--- src/rtl/coh_pkg.sv ---
`timescale 1ns/1ps
package coh_pkg;
  typedef enum logic [1:0] {
    ST_I = 2'd0,
    ST_S = 2'd1,
    ST_E = 2'd2,
    ST_M = 2'd3
  } line_st_e;

  typedef enum logic [1:0] {
    MN_IDLE,
    MN_FILL,
    MN_BCAST,
    MN_COLLECT
  } main_st_e;

  typedef enum logic [1:0] {
    SN_IDLE,
    SN_WB,
    SN_ACK
  } snoop_st_e;

  function automatic logic owns_line(input line_st_e st);
    return (st == ST_M) || (st == ST_E);
  endfunction
endpackage

--- src/rtl/coh_req_fifo.sv ---
`timescale 1ns/1ps
module coh_req_fifo #(
  parameter int W     = 27,
  parameter int DEPTH = 4
) (
  input  logic         clk,
  input  logic         rst_n,
  input  logic         push,
  input  logic [W-1:0] din,
  input  logic         pop,
  output logic [W-1:0] dout,
  output logic         empty,
  output logic         full
);
  localparam int PW = (DEPTH > 1) ? $clog2(DEPTH) : 1;
  localparam int CW = $clog2(DEPTH + 1);

  logic [W-1:0]  slots [DEPTH];
  logic [PW-1:0] rd_p, wr_p;
  logic [CW-1:0] cnt;

  function automatic logic [PW-1:0] bump(input logic [PW-1:0] p);
    return (p == PW'(DEPTH - 1)) ? '0 : p + 1'b1;
  endfunction

  assign empty = (cnt == '0);
  assign full  = (cnt == CW'(DEPTH));
  assign dout  = slots[rd_p];

  always_ff @(posedge clk) begin
    if (push) slots[wr_p] <= din;
  end

  always_ff @(posedge clk or negedge rst_n) begin
    if (!rst_n) begin
      rd_p <= '0;
      wr_p <= '0;
      cnt  <= '0;
    end else begin
      if (push) wr_p <= bump(wr_p);
      if (pop)  rd_p <= bump(rd_p);
      case ({push, pop})
        2'b10:   cnt <= cnt + 1'b1;
        2'b01:   cnt <= cnt - 1'b1;
        default: cnt <= cnt;
      endcase
    end
  end

  assert_fifo_bound_R10: assert property (@(posedge clk) disable iff (!rst_n)
    cnt <= CW'(DEPTH));
  assert_no_pop_empty_R10: assert property (@(posedge clk) disable iff (!rst_n)
    pop |-> !empty);
  assert_no_push_full_R10: assert property (@(posedge clk) disable iff (!rst_n)
    (push && !pop) |-> !full);
endmodule

--- src/rtl/coh_tag_array.sv ---
`timescale 1ns/1ps
module coh_tag_array
  import coh_pkg::*;
#(
  parameter int LINE_W = 26,
  parameter int SETS   = 8
) (
  input  logic              clk,
  input  logic              rst_n,
  input  logic [LINE_W-1:0] a_line,
  output line_st_e          a_st,
  output logic              a_hit,
  input  logic [LINE_W-1:0] b_line,
  output line_st_e          b_st,
  output logic              b_hit,
  input  logic              w_en,
  input  logic [LINE_W-1:0] w_line,
  input  line_st_e          w_st,
  input  logic              i_en,
  input  logic [LINE_W-1:0] i_line
);
  localparam int SET_W = $clog2(SETS);
  localparam int TAG_W = LINE_W - SET_W;

  line_st_e         st_q  [SETS];
  logic [TAG_W-1:0] tag_q [SETS];

  function automatic logic [SET_W-1:0] set_of(input logic [LINE_W-1:0] l);
    return l[SET_W-1:0];
  endfunction

  function automatic logic [TAG_W-1:0] tag_of(input logic [LINE_W-1:0] l);
    return l[LINE_W-1:SET_W];
  endfunction

  logic [SET_W-1:0] a_set, b_set, w_set, i_set;
  logic             i_match;

  assign a_set = set_of(a_line);
  assign b_set = set_of(b_line);
  assign w_set = set_of(w_line);
  assign i_set = set_of(i_line);

  assign a_st  = st_q[a_set];
  assign a_hit = (st_q[a_set] != ST_I) && (tag_q[a_set] == tag_of(a_line));
  assign b_st  = st_q[b_set];
  assign b_hit = (st_q[b_set] != ST_I) && (tag_q[b_set] == tag_of(b_line));

  // an install in the same set this cycle decides which tag the invalidate sees
  assign i_match = (w_en && (w_set == i_set)) ? (tag_of(w_line) == tag_of(i_line))
                                              : (tag_q[i_set] == tag_of(i_line));

  always_ff @(posedge clk or negedge rst_n) begin
    if (!rst_n) begin
      for (int k = 0; k < SETS; k++) begin
        st_q[k]  <= ST_I;
        tag_q[k] <= '0;
      end
    end else begin
      if (w_en) begin
        st_q[w_set]  <= w_st;
        tag_q[w_set] <= tag_of(w_line);
      end
      if (i_en && i_match) st_q[i_set] <= ST_I;
    end
  end

  assert_snoop_clears_line_R7: assert property (@(posedge clk) disable iff (!rst_n)
    (i_en && i_match) |=> (st_q[$past(i_set)] == ST_I));
endmodule

--- src/rtl/coh_snoop_engine.sv ---
`timescale 1ns/1ps
module coh_snoop_engine
  import coh_pkg::*;
#(
  parameter int NUM_CORES = 4,
  parameter int CORE_ID   = 0,
  parameter int LINE_W    = 26,
  parameter int ID_W      = 2
) (
  input  logic              clk,
  input  logic              rst_n,
  input  logic              snp_valid,
  input  logic [ID_W-1:0]   snp_src,
  input  logic [LINE_W-1:0] snp_line,
  output logic [LINE_W-1:0] look_line,
  input  line_st_e          look_st,
  input  logic              look_hit,
  output logic              inv_en,
  output logic [LINE_W-1:0] inv_line,
  input  logic              mem_free,
  output logic              wb_req,
  output logic [LINE_W-1:0] wb_line,
  input  logic              mem_done,
  output logic              ack_valid,
  output logic [ID_W-1:0]   ack_dst,
  output logic              busy
);
  snoop_st_e         st;
  logic [LINE_W-1:0] line_q;
  logic [ID_W-1:0]   src_q;
  logic              foreign, start, hit_dirty, wb_fin;

  assign foreign   = snp_valid && (snp_src != ID_W'(CORE_ID));
  assign start     = foreign && (st == SN_IDLE);
  assign look_line = (st == SN_IDLE) ? snp_line : line_q;
  assign hit_dirty = look_hit && (look_st == ST_M);
  assign wb_req    = (st == SN_WB) && mem_free;
  assign wb_line   = line_q;
  assign wb_fin    = wb_req && mem_done;
  assign inv_en    = (start && look_hit && !hit_dirty) || wb_fin;
  assign inv_line  = start ? snp_line : line_q;
  assign ack_valid = (st == SN_ACK);
  assign ack_dst   = src_q;
  assign busy      = (st != SN_IDLE);

  always_ff @(posedge clk or negedge rst_n) begin
    if (!rst_n) begin
      st     <= SN_IDLE;
      line_q <= '0;
      src_q  <= '0;
    end else begin
      case (st)
        SN_IDLE: if (start) begin
          line_q <= snp_line;
          src_q  <= snp_src;
          st     <= hit_dirty ? SN_WB : SN_ACK;
        end
        SN_WB:   if (wb_fin) st <= SN_ACK;
        default: st <= SN_IDLE;
      endcase
    end
  end

  assert_snoop_only_when_idle_R6: assert property (@(posedge clk) disable iff (!rst_n)
    foreign |-> (st == SN_IDLE));
  assert_ack_single_cycle_R6: assert property (@(posedge clk) disable iff (!rst_n)
    ack_valid |=> !ack_valid);
  assert_ack_after_writeback_R8: assert property (@(posedge clk) disable iff (!rst_n)
    wb_fin |=> ack_valid);
  assert_no_self_ack_R9: assert property (@(posedge clk) disable iff (!rst_n)
    ack_valid |-> (ack_dst != ID_W'(CORE_ID)));
endmodule

--- src/rtl/snoop_inval_ctrl.sv ---
`timescale 1ns/1ps
module snoop_inval_ctrl
  import coh_pkg::*;
#(
  parameter int NUM_CORES  = 4,
  parameter int CORE_ID    = 0,
  parameter int ADDR_W     = 32,
  parameter int LINE_BYTES = 64,
  parameter int SETS       = 8,
  parameter int QDEPTH     = 4,
  localparam int OFF_W     = $clog2(LINE_BYTES),
  localparam int LINE_W    = ADDR_W - OFF_W,
  localparam int ID_W      = $clog2(NUM_CORES)
) (
  input  logic                 clk,
  input  logic                 rst_n,
  input  logic                 core_req_valid,
  input  logic                 core_req_write,
  input  logic [ADDR_W-1:0]    core_req_addr,
  output logic                 core_req_ready,
  output logic                 core_rsp_valid,
  output logic                 core_rsp_write,
  output logic [LINE_W-1:0]    core_rsp_line,
  output logic                 core_rsp_hit,
  output logic                 core_stall,
  output logic                 inv_out_valid,
  output logic [LINE_W-1:0]    inv_out_line,
  input  logic                 snoop_in_valid,
  input  logic [ID_W-1:0]      snoop_in_src,
  input  logic [LINE_W-1:0]    snoop_in_line,
  input  logic [NUM_CORES-1:0] ack_in_vec,
  output logic                 ack_out_valid,
  output logic [ID_W-1:0]      ack_out_dst,
  output logic                 mem_req_valid,
  output logic                 mem_req_write,
  output logic [LINE_W-1:0]    mem_req_line,
  input  logic                 mem_done
);
  localparam int QW = LINE_W + 1;

  function automatic logic [NUM_CORES-1:0] others_mask();
    logic [NUM_CORES-1:0] m;
    for (int k = 0; k < NUM_CORES; k++) m[k] = (k != CORE_ID);
    return m;
  endfunction

  function automatic logic [LINE_W-1:0] line_of(input logic [ADDR_W-1:0] a);
    return a[ADDR_W-1:OFF_W];
  endfunction

  localparam logic [NUM_CORES-1:0] OTHERS = others_mask();

  logic unused_offset_bits;
  assign unused_offset_bits = ^core_req_addr[OFF_W-1:0];

  // request queue
  logic          q_push, q_pop, q_empty, q_full;
  logic [QW-1:0] q_head;
  logic          head_wr;
  logic [LINE_W-1:0] head_line;

  assign q_push         = core_req_valid && !q_full;
  assign core_req_ready = !q_full;
  assign head_wr        = q_head[QW-1];
  assign head_line      = q_head[LINE_W-1:0];

  coh_req_fifo #(.W(QW), .DEPTH(QDEPTH)) u_queue (
    .clk   (clk),
    .rst_n (rst_n),
    .push  (q_push),
    .din   ({core_req_write, line_of(core_req_addr)}),
    .pop   (q_pop),
    .dout  (q_head),
    .empty (q_empty),
    .full  (q_full)
  );

  // tag/state array: port a for the core, port b for snoops
  line_st_e          a_st, b_st, w_st;
  logic              a_hit, b_hit, w_en, i_en;
  logic [LINE_W-1:0] b_line, i_line;

  // snoop side
  logic              sn_busy, wb_req, mem_free;
  logic [LINE_W-1:0] wb_line;

  // main controller
  main_st_e             mst, mst_d;
  logic [NUM_CORES-1:0] acc, acc_d, acks_now;
  logic                 acks_done, rsp_set, rsp_hit_d, snoop_start, fill_ok;

  assign snoop_start = snoop_in_valid && (snoop_in_src != ID_W'(CORE_ID));
  assign fill_ok     = !sn_busy && !snoop_start;
  assign mem_free    = (mst != MN_FILL);
  assign acks_now    = acc | (ack_in_vec & OTHERS);
  assign acks_done   = (acks_now == OTHERS);

  coh_tag_array #(.LINE_W(LINE_W), .SETS(SETS)) u_array (
    .clk    (clk),
    .rst_n  (rst_n),
    .a_line (head_line),
    .a_st   (a_st),
    .a_hit  (a_hit),
    .b_line (b_line),
    .b_st   (b_st),
    .b_hit  (b_hit),
    .w_en   (w_en),
    .w_line (head_line),
    .w_st   (w_st),
    .i_en   (i_en),
    .i_line (i_line)
  );

  coh_snoop_engine #(
    .NUM_CORES (NUM_CORES),
    .CORE_ID   (CORE_ID),
    .LINE_W    (LINE_W),
    .ID_W      (ID_W)
  ) u_snoop (
    .clk       (clk),
    .rst_n     (rst_n),
    .snp_valid (snoop_in_valid),
    .snp_src   (snoop_in_src),
    .snp_line  (snoop_in_line),
    .look_line (b_line),
    .look_st   (b_st),
    .look_hit  (b_hit),
    .inv_en    (i_en),
    .inv_line  (i_line),
    .mem_free  (mem_free),
    .wb_req    (wb_req),
    .wb_line   (wb_line),
    .mem_done  (mem_done),
    .ack_valid (ack_out_valid),
    .ack_dst   (ack_out_dst),
    .busy      (sn_busy)
  );

  always_comb begin
    mst_d     = mst;
    acc_d     = acc;
    q_pop     = 1'b0;
    w_en      = 1'b0;
    w_st      = ST_I;
    rsp_set   = 1'b0;
    rsp_hit_d = 1'b0;
    case (mst)
      MN_IDLE: if (!q_empty) begin
        if (!head_wr && a_hit) begin
          q_pop = 1'b1; rsp_set = 1'b1; rsp_hit_d = 1'b1;
        end else if (!head_wr) begin
          if (fill_ok) mst_d = MN_FILL;
        end else if (a_hit && owns_line(a_st)) begin
          w_en = 1'b1; w_st = ST_M;
          q_pop = 1'b1; rsp_set = 1'b1; rsp_hit_d = 1'b1;
        end else begin
          mst_d = MN_BCAST;
        end
      end
      MN_FILL: if (mem_done) begin
        w_en = 1'b1; w_st = ST_S;
        q_pop = 1'b1; rsp_set = 1'b1;
        mst_d = MN_IDLE;
      end
      MN_BCAST: begin
        acc_d = '0;
        mst_d = MN_COLLECT;
      end
      default: begin
        acc_d = acks_now;
        if (acks_done) begin
          w_en = 1'b1; w_st = ST_M;
          q_pop = 1'b1; rsp_set = 1'b1;
          mst_d = MN_IDLE;
        end
      end
    endcase
  end

  always_ff @(posedge clk or negedge rst_n) begin
    if (!rst_n) begin
      mst            <= MN_IDLE;
      acc            <= '0;
      core_rsp_valid <= 1'b0;
      core_rsp_write <= 1'b0;
      core_rsp_line  <= '0;
      core_rsp_hit   <= 1'b0;
    end else begin
      mst            <= mst_d;
      acc            <= acc_d;
      core_rsp_valid <= rsp_set;
      if (rsp_set) begin
        core_rsp_write <= head_wr;
        core_rsp_line  <= head_line;
        core_rsp_hit   <= rsp_hit_d;
      end
    end
  end

  assign core_stall    = (mst == MN_BCAST) || (mst == MN_COLLECT);
  assign inv_out_valid = (mst == MN_BCAST);
  assign inv_out_line  = head_line;
  assign mem_req_valid = (mst == MN_FILL) || wb_req;
  assign mem_req_write = wb_req;
  assign mem_req_line  = wb_req ? wb_line : head_line;

  assert_inv_pulse_R3: assert property (@(posedge clk) disable iff (!rst_n)
    inv_out_valid |=> (!inv_out_valid && core_stall));
  assert_stall_until_acks_R4: assert property (@(posedge clk) disable iff (!rst_n)
    (mst == MN_COLLECT && !acks_done) |=> core_stall);
  assert_write_done_releases_R4: assert property (@(posedge clk) disable iff (!rst_n)
    (mst == MN_COLLECT && acks_done) |=> (core_rsp_valid && core_rsp_write && !core_stall));
  assert_fill_is_read_R2: assert property (@(posedge clk) disable iff (!rst_n)
    (mst == MN_FILL) |-> (mem_req_valid && !mem_req_write));
  assert_mem_single_owner_R11: assert property (@(posedge clk) disable iff (!rst_n)
    !((mst == MN_FILL) && wb_req));
endmodule

--- config.mk ---
export PLATFORM = sky130hd
export DESIGN_NAME = snoop_inval_ctrl
export DESIGN_NICKNAME = d
export VERILOG_FILES = /design/src/rtl/coh_pkg.sv /design/src/rtl/coh_req_fifo.sv /design/src/rtl/coh_tag_array.sv /design/src/rtl/coh_snoop_engine.sv /design/src/rtl/snoop_inval_ctrl.sv
export SDC_FILE = /design/constraint.sdc
export NUM_CORES = 1
export LEC_CHECK = 0
export BUFFER_PORTS_ARGS = -buffer_cell sky130_fd_sc_hd__buf_2
export CAP_MARGIN = 20
export CORE_UTILIZATION = 25
export CTS_BUF_LIST = sky130_fd_sc_hd__clkbuf_8
export DETAILED_ROUTE_END_ITERATION = 8
export SETUP_SLACK_MARGIN = 0.3
export SLEW_MARGIN = 20
export SYNTH_ARGS = -nofsm -noshare
export SYNTH_HDL_FRONTEND = slang
export SYNTH_SLANG_ARGS = --single-unit
--- constraint.sdc ---
create_clock -name clk -period 5.2 [get_ports clk]
set_input_delay 0.78 -clock clk [delete_from_list [all_inputs] [get_ports clk]]
set_output_delay 0.78 -clock clk [all_outputs]
set_load 0.01 [all_outputs]
After elaboration in Yosys (flattened, before gate mapping). Memories as Yosys holds them, arrays and structs flattened. Index checks and enable logic that the tools add are counted.

Memories: 1. Word-level logic and storage cells: 175. Bits in registers: 272. Bits of input ports: 70. Output and inout bits: 89. RAM bits: 108.

Memories: u_queue.slots (words 4, bits a word 27, read ports 1, clocked after memory_dff 0, write ports 1, line coh_req_fifo.sv:18) `logic [W-1:0] slots [DEPTH];`.

Bitwise logic cells: 6. Reduce and logical (&&, ||, !) cells: 39. Add/subtract/negate cells: 4. $lt $le $gt $ge: 5. Eq/ne operators: 27. Mux-type cells: 65.

Operators by type and width (count): binary-select mux 23 bit (select 3 bit) (3); bitwise mux 184 bit (1); two-way mux 23 bit (7); == test 23 bit (4); two-way mux 26 bit (3); demux 23 bit (select 3 bit) (1); two-way mux 2 bit (23); two-way mux 16 bit (2); == test 2 bit, second input constant (9); logical AND 1 bit (17); AND 16 bit (1); bitwise mux 16 bit (1); NOT 16 bit (1); two-way mux 1 bit (13); binary-select mux 2 bit (select 3 bit) (2); demux 2 bit (select 3 bit) (2); greater-or-equal comparator 4 bit, second input constant (3); NOT 3 -> 4 bit (3); one-hot mux 2 bit (3 select lines) (2); nonzero test 2 bit (5); < comparator 4 x 1 -> 1 bit, second input constant (2); one-hot mux 4 bit (2 select lines) (1); == test 2 x 1 -> 1 bit, second input constant (3); != test 2 x 1 -> 1 bit, second input constant (3); other kinds (20) (34).

Logic depth before layout (Yosys ltp). An unclocked memory read counts as a cell.

Depth in word-level cells: 17. Gate-level depth with buffers: 24. Gate-level depth less buffers: 18.

By module. A second synthesis with hierarchy kept.

Cells, all modules: 1422. Area total of the unflattened synthesis: 21286.7 µm².

Modules (own cells, without submodules): coh_tag_array (area an instance 13145.1 µm², cells an instance 977, seq. area each 5004.8 µm², instances 1); coh_req_fifo (area an instance 4324.1 µm², cells an instance 179, seq. area each 3418.3 µm², instances 1); coh_snoop_engine (area an instance 1978.1 µm², cells an instance 130, seq. area each 750.7 µm², instances 1); snoop_inval_ctrl (area an instance 1839.3 µm², cells an instance 136, seq. area each 850.8 µm², instances 1).

Worst setup path after synthesis. Ideal clock, no wire load.

Path type: register to register. Start point: register u_queue.rd_p[0]. End point: register u_queue.cnt[2]. Arrival: 4.465 ns. Cell stages (with the launch flop): 24. Library setup time: 0.079 ns. Path slack: 0.656 ns. Data required time: 5.121 ns. Buffers on the path: 5. Period minus slack after synthesis: 4.544 ns. Cells stage by stage: dfrtp_1 > buf_6 > mux4_2 > buf_4 > buf_4 > nand2_1 > o22ai_1 > a221oi_1 > xor2_1 > nor3_1 > nand4_1 > nor3_1 > nor4bb_1 > nand2_1 > a21o_1 > clkbuf_1 > clkbuf_1 > inv_1 > ha_1 > inv_1 > fa_1 > xor2_1 > nor2_1 > xor2_1.

Longest elaborated chain between the ends: 15. Elaborated cells between the ends (all ways): 26. Those cells by class: eq/ne (5); mux (12); bitwise (1); reduce/logical (7); memory (1).

Ends and longest elaborated chain: start, declared (line coh_req_fifo.sv:19) `logic [PW-1:0] rd_p, wr_p;`; start signal, assigned (line coh_req_fifo.sv:41) `if (pop) rd_p <= bump(rd_p);`; memory read (4 x 27 bit) *; NOT 3 -> 4 bit (not written as such) (line coh_tag_array.sv:44, coh_tag_array.sv:45); binary-select mux 23 bit (select 3 bit) / binary-select mux 2 bit (select 3 bit) (equally long branches) (line coh_tag_array.sv:45, coh_tag_array.sv:44); two-way mux 23 bit (not written as such) / two-way mux 2 bit (equally long branches) (2 in a row) (line coh_tag_array.sv:45, coh_tag_array.sv:44); == test 23 bit (tied with other cells) (line coh_tag_array.sv:45) `assign a_hit = (st_q[a_set] != ST_I) && (tag_q[a_set] == tag_of(a_line));`; logical AND 1 bit / logical OR 1 bit (equally long branches) (line coh_tag_array.sv:45, coh_pkg.sv:24); logical AND 1 bit (line snoop_inval_ctrl.sv:153) `end else if (a_hit && owns_line(a_st)) begin`; two-way mux 1 bit (line snoop_inval_ctrl.sv:153); two-way mux 1 bit (line snoop_inval_ctrl.sv:151) `end else if (!head_wr) begin`; two-way mux 1 bit * (line snoop_inval_ctrl.sv:149) `if (!head_wr && a_hit) begin`; two-way mux 1 bit * (line snoop_inval_ctrl.sv:148) `MN_IDLE: if (!q_empty) begin`; one-hot mux 1 bit (3 select lines) * (line snoop_inval_ctrl.sv:147) `case (mst)`; named net q_pop (line snoop_inval_ctrl.sv:57) `logic q_push, q_pop, q_empty, q_full;`; == test 2 x 1 -> 1 bit / == test 2 bit (equally long branches) (line coh_req_fifo.sv:42) `case ({push, pop})`; one-hot mux 3 bit (2 select lines) / nonzero test 2 bit (equally long branches); end signal, assigned (line coh_req_fifo.sv:43) `2'b10: cnt <= cnt + 1'b1;`; end signal, assigned (line coh_req_fifo.sv:44) `2'b01: cnt <= cnt - 1'b1;`; end signal, assigned (line coh_req_fifo.sv:45) `default: cnt <= cnt;`; end, declared (line coh_req_fifo.sv:20) `logic [CW-1:0] cnt;`.

Mark *: on every way through the listed nets, which the timed path passes. The rest lies on a longest branch. The select of a mux whose other input is x is not followed. A chain may end at the register's enable or synchronous reset.

Worst setup path after layout.
Start point: register u_queue.rd_p[0]. End point: register u_array.st_q[3] (netlist name).

Longest elaborated chain between the ends: 17. Elaborated cells between the ends (all ways): 41. Those cells by class: order compare (2); eq/ne (5); mux (22); bitwise (2); reduce/logical (9); memory (1).

Ends and longest elaborated chain: memory read (4 x 27 bit) *; NOT 3 -> 4 bit (not written as such) (line coh_tag_array.sv:44, coh_tag_array.sv:45, coh_tag_array.sv:61); binary-select mux 23 bit (select 3 bit) / binary-select mux 2 bit (select 3 bit) (equally long branches) (line coh_tag_array.sv:45, coh_tag_array.sv:44); two-way mux 23 bit (not written as such) / two-way mux 2 bit (equally long branches) (2 in a row) (line coh_tag_array.sv:45, coh_tag_array.sv:44); == test 23 bit (tied with other cells) (line coh_tag_array.sv:45); logical AND 1 bit / logical OR 1 bit (equally long branches) (line coh_tag_array.sv:45, coh_pkg.sv:24); logical AND 1 bit (line snoop_inval_ctrl.sv:153); two-way mux 2 bit / two-way mux 1 bit (equally long branches) (line snoop_inval_ctrl.sv:153); two-way mux 2 bit / two-way mux 1 bit (equally long branches) (line snoop_inval_ctrl.sv:151); two-way mux 2 bit / two-way mux 1 bit (equally long branches) (line snoop_inval_ctrl.sv:149); two-way mux 2 bit / two-way mux 1 bit (equally long branches) (line snoop_inval_ctrl.sv:148); one-hot mux 2 bit (3 select lines) / one-hot mux 1 bit (3 select lines) (equally long branches) (line snoop_inval_ctrl.sv:147); bitwise mux 16 bit / logical AND 1 bit (equally long branches) (line coh_tag_array.sv:61, coh_tag_array.sv:50); two-way mux 16 bit / two-way mux 1 bit (equally long branches) (line coh_tag_array.sv:60, coh_tag_array.sv:50); AND 16 bit (no line) / logical AND 1 bit (equally long branches); two-way mux 16 bit * (line coh_tag_array.sv:64) `if (i_en && i_match) st_q[i_set] <= ST_I;`; end signal, assigned by index (line coh_tag_array.sv:61) `st_q[w_set] <= w_st;`; end, declared (line coh_tag_array.sv:25) `line_st_e st_q [SETS];`.

Every way passes the cells marked *; elsewhere a longest branch is shown, timed or not. The select of a mux whose other input is x is not followed.

==> results.toml <==
[status]
status = "completed"

[grt]
grt_pass1_vias = 16490
grt_pass1_wl_um = 114200
overflow = 0
grt_use_total = 0.1782
grt_max_degree = 108
globalRouteMet1Util = 0.2456
use_met2 = 0.2674
antenna_found_initial = 10
top_usage_layer = "met2"
use_met3 = 0.04692

[finish]
stdcell_area_um2 = 26000
finish.utilization = 0.3044
drive_gt1_frac = 0.3375
final_nets = 2152
instances_no_fill = 3283
area_growth_pct = 20.15

[synthesis]
async_reset_ff_frac = 0.7150
synth_area_um2 = 21640
yosys_warnings = 0
avgSynthCellArea_um2 = 11.52
synth-seq-area-share = 0.4632
synth_cell_types = 77
syn_inst = 1878
syn_nets = 1955
synth_edf_count = 108
ys_ff_latch = 379
synthFlopType = "dfrtp_1"

[cts]
cts.clk_slew.worst_paths_ns = 0.06
cts_tree = "done"
cts.sinks = 379
insertion_delay_ns = 0.72
h-tree-depth = 3
root_buffer = "clkbuf_8"
clockBufferDepth = 3
numCtsBuffers = 74

[setup_path]
worstReg2RegStart = "u_queue.rd_p[0]$_DFFE_PN0N_"
cp_data_required_time_ns = 5.82
path_max_fanout = 18
reg2regPathDepth = 18
cp_slowest_cell = "mux4_4"
timing.rr.end = "u_array.st_q[3]$_DFF_PN0_"
cp_num_buf_inv = 6
critical_path.cell_chain = "mux4_4 > buf_12 > buf_4 > clkbuf_16 > mux2i_1 > a221oi_2 > xor2_1 > nor4_2 > buf_4 > nand4_1 > nor4_4 > o21ai_2 > buf_4 > nor2_1 > a31oi_1 > nor4_1 > buf_4 > a21oi_1"
critPathCaptureType = "flop"
critPathKind = "reg2reg"
rrSetupSlack_ns = 0.43
cpMostUsedCell = "buf_4"
arrival_ns = 5.39
cp-start-kind = "flop"
cpPeakStageDelay_ns = 0.69
critPathTopFamily = "compound AO/OA/AOI/OAI gates"

[timing]
final.period_utilization = 0.9173
fin_ws_ns = 0.4299
maxSlewViolCount = 0
fmax_mhz = 209.6
worst_pin_slew_ns = 0.7729
timing_hold_violations_final = 0
timing.hold.ws_ns = 0.08029
clock_skew_ns = 0.07896
rsz0062_at_grt = "true"
tns_ns = 0
setup_violations = 0
slew_headroom = 0.4823
fin_crit_ns = 4.770

[place]
dp_hpwl_um = 53970
gp_congestion = 0.9155
place_area_um2 = 23980
portBuffers = 151
pre_cts_ws_ns = 0.1007
dp.cells = 3123

[route]
wl_um = 79120
vias = 17010
drc = 0
routedWlPerCell_um = 24.10
drtIter0Drc = 1874
dr.pass1.iters = 6
via_per_inst = 5.180
ant_nets = 0

[floorplan]
fp.dieH_um = 296.2
core-area_um2 = 85410
fp.dieArea_um2 = 87750
start_util = 0.2534
rows = 107
ios = 159
die_w_um = 296.2

[power_and_ir_drop]
peakVddDrop_uv = 275.9
total_power_mw = 17.68
total_leakage_power_nw = 11.11
p_per_area_nw_per_um2 = 679.7

[hold_path]
hold_path.class = "in2async"

[flow_run]
maxCapViolations = 0
## placed cells by master, fill, tap and decap left out, drive strengths merged, types with 6 or more instances in the layout
master,synthesis,layout
o221ai,11,11
mux4,60,60
a2111oi,41,41
clkinv,0,20
inv,43,70
and3,45,45
a21o,6,6
clkbuf,60,86
nand4,9,9
nor2,71,71
buf,107,285
ha,6,6
a221oi,7,7
mux2,221,221
bufinv,0,7
nand2b,9,9
o21ai,45,45
nor3,19,19
o22ai,50,50
dfrtp,271,271
nor4,27,27
a21oi,39,39
xnor2,60,60
xor2,25,25
nor2b,13,13
or3,6,6
a22oi,16,16
mux2i,159,159
nand3,40,40
and2,8,8
nand2,238,238
edfxtp,108,108
## kinds of logic after synthesis
group,count (synthesis),synth area share
compound gates,262,0.08469
mux,440,0.2510
simple gates,495,0.1111
fa+ha+maj,7,0.004394
flops,379,0.4632
xor+xnor,85,0.03440
buf+inv,210,0.05128
## power breakdown
part / internal [mW] / switching, mW / total [mW]
clock: 1.85 / 1.46 / 3.31
sequential: 4.21 / 1.01 / 5.23
combinational: 3.98 / 5.16 / 9.13
## final cells by class
type	instances	area (µm²)
diodes	3	7.507
clock buffers	83	1142
clock inverters	54	479.2
fillers	8870	59410
inverters	43	161.4
multi-input cells	1289	10650
flip-flops and latches	379	10030
well taps	1144	1431
repair buffers	288	2107
## sequential cells by signal (all words and copies together) (netlist names), 3 cells and up
signal / count
core_rsp_line: 26
u_array.st_q: 16
u_snoop.wb_line: 26
acc: 3
u_queue.cnt: 3
u_queue.slots: 108
u_array.tag_q: 184
## layer usage
metal	share of wire	vias up
met5	0.00063	-
met4	0.034	8
met3	0.10	168
met2	0.44	919
met1	0.43	8573
li1	-	7338
## worst max path at each step
stage / endpoint / cells after the start / from / slack [ns]
floorplan: u_queue.cnt[2]$_DFFE_PN0P_ / 23 / u_queue.rd_p[0]$_DFFE_PN0N_ / 0.66
global placement: u_queue.cnt[2]$_DFFE_PN0P_ / 21 / u_queue.rd_p[0]$_DFFE_PN0N_ / 0.1
detailed placement: u_queue.cnt[2]$_DFFE_PN0P_ / 22 / u_queue.rd_p[0]$_DFFE_PN0N_ / 0.10
CTS: u_queue.cnt[2]$_DFFE_PN0P_ / 21 / u_queue.rd_p[0]$_DFFE_PN0N_ / 0.31
global route: u_array.st_q[14]$_DFF_PN0_ / 19 / u_queue.rd_p[0]$_DFFE_PN0N_ / 0.27
finish: u_array.st_q[3]$_DFF_PN0_ / 18 / u_queue.rd_p[0]$_DFFE_PN0N_ / 0.43
## synth_stat cells (all sizes together), types with 43 or more instances
master	count	area share
and3	45	0.013
buf	107	0.033
clkbuf	60	0.010
dfrtp	271	0.31
edfxtp	108	0.15
inv	43	0.0075
mux2	221	0.11
mux2i	159	0.074
mux4	60	0.062
nand2	238	0.045
nor2	71	0.013
o21ai	45	0.011
o22ai	50	0.014
xnor2	60	0.024
## worst register-to-register path: stages, from the launching register on
cell	delay (ns)
dfrtp_2	0.45
mux4_4	0.69
buf_12	0.18
buf_4	0.16
clkbuf_16	0.20
mux2i_1	0.15
a221oi_2	0.29
xor2_1	0.39
nor4_2	0.11
buf_4	0.16
nand4_1	0.11
nor4_4	0.06
o21ai_2	0.40
buf_4	0.23
nor2_1	0.05
a31oi_1	0.58
nor4_1	0.17
buf_4	0.19
a21oi_1	0.13
## repair_timing
item / in CTS / in global routing
resized for setup: 5 / 39
setup buffers: 3 / 14
pin swaps: 0 / 20
hold buffers: 0 / 0
gates cloned: 0 / 3
setup endpoints to repair: 9 / 180
Power figures use the tool's default switching activity.
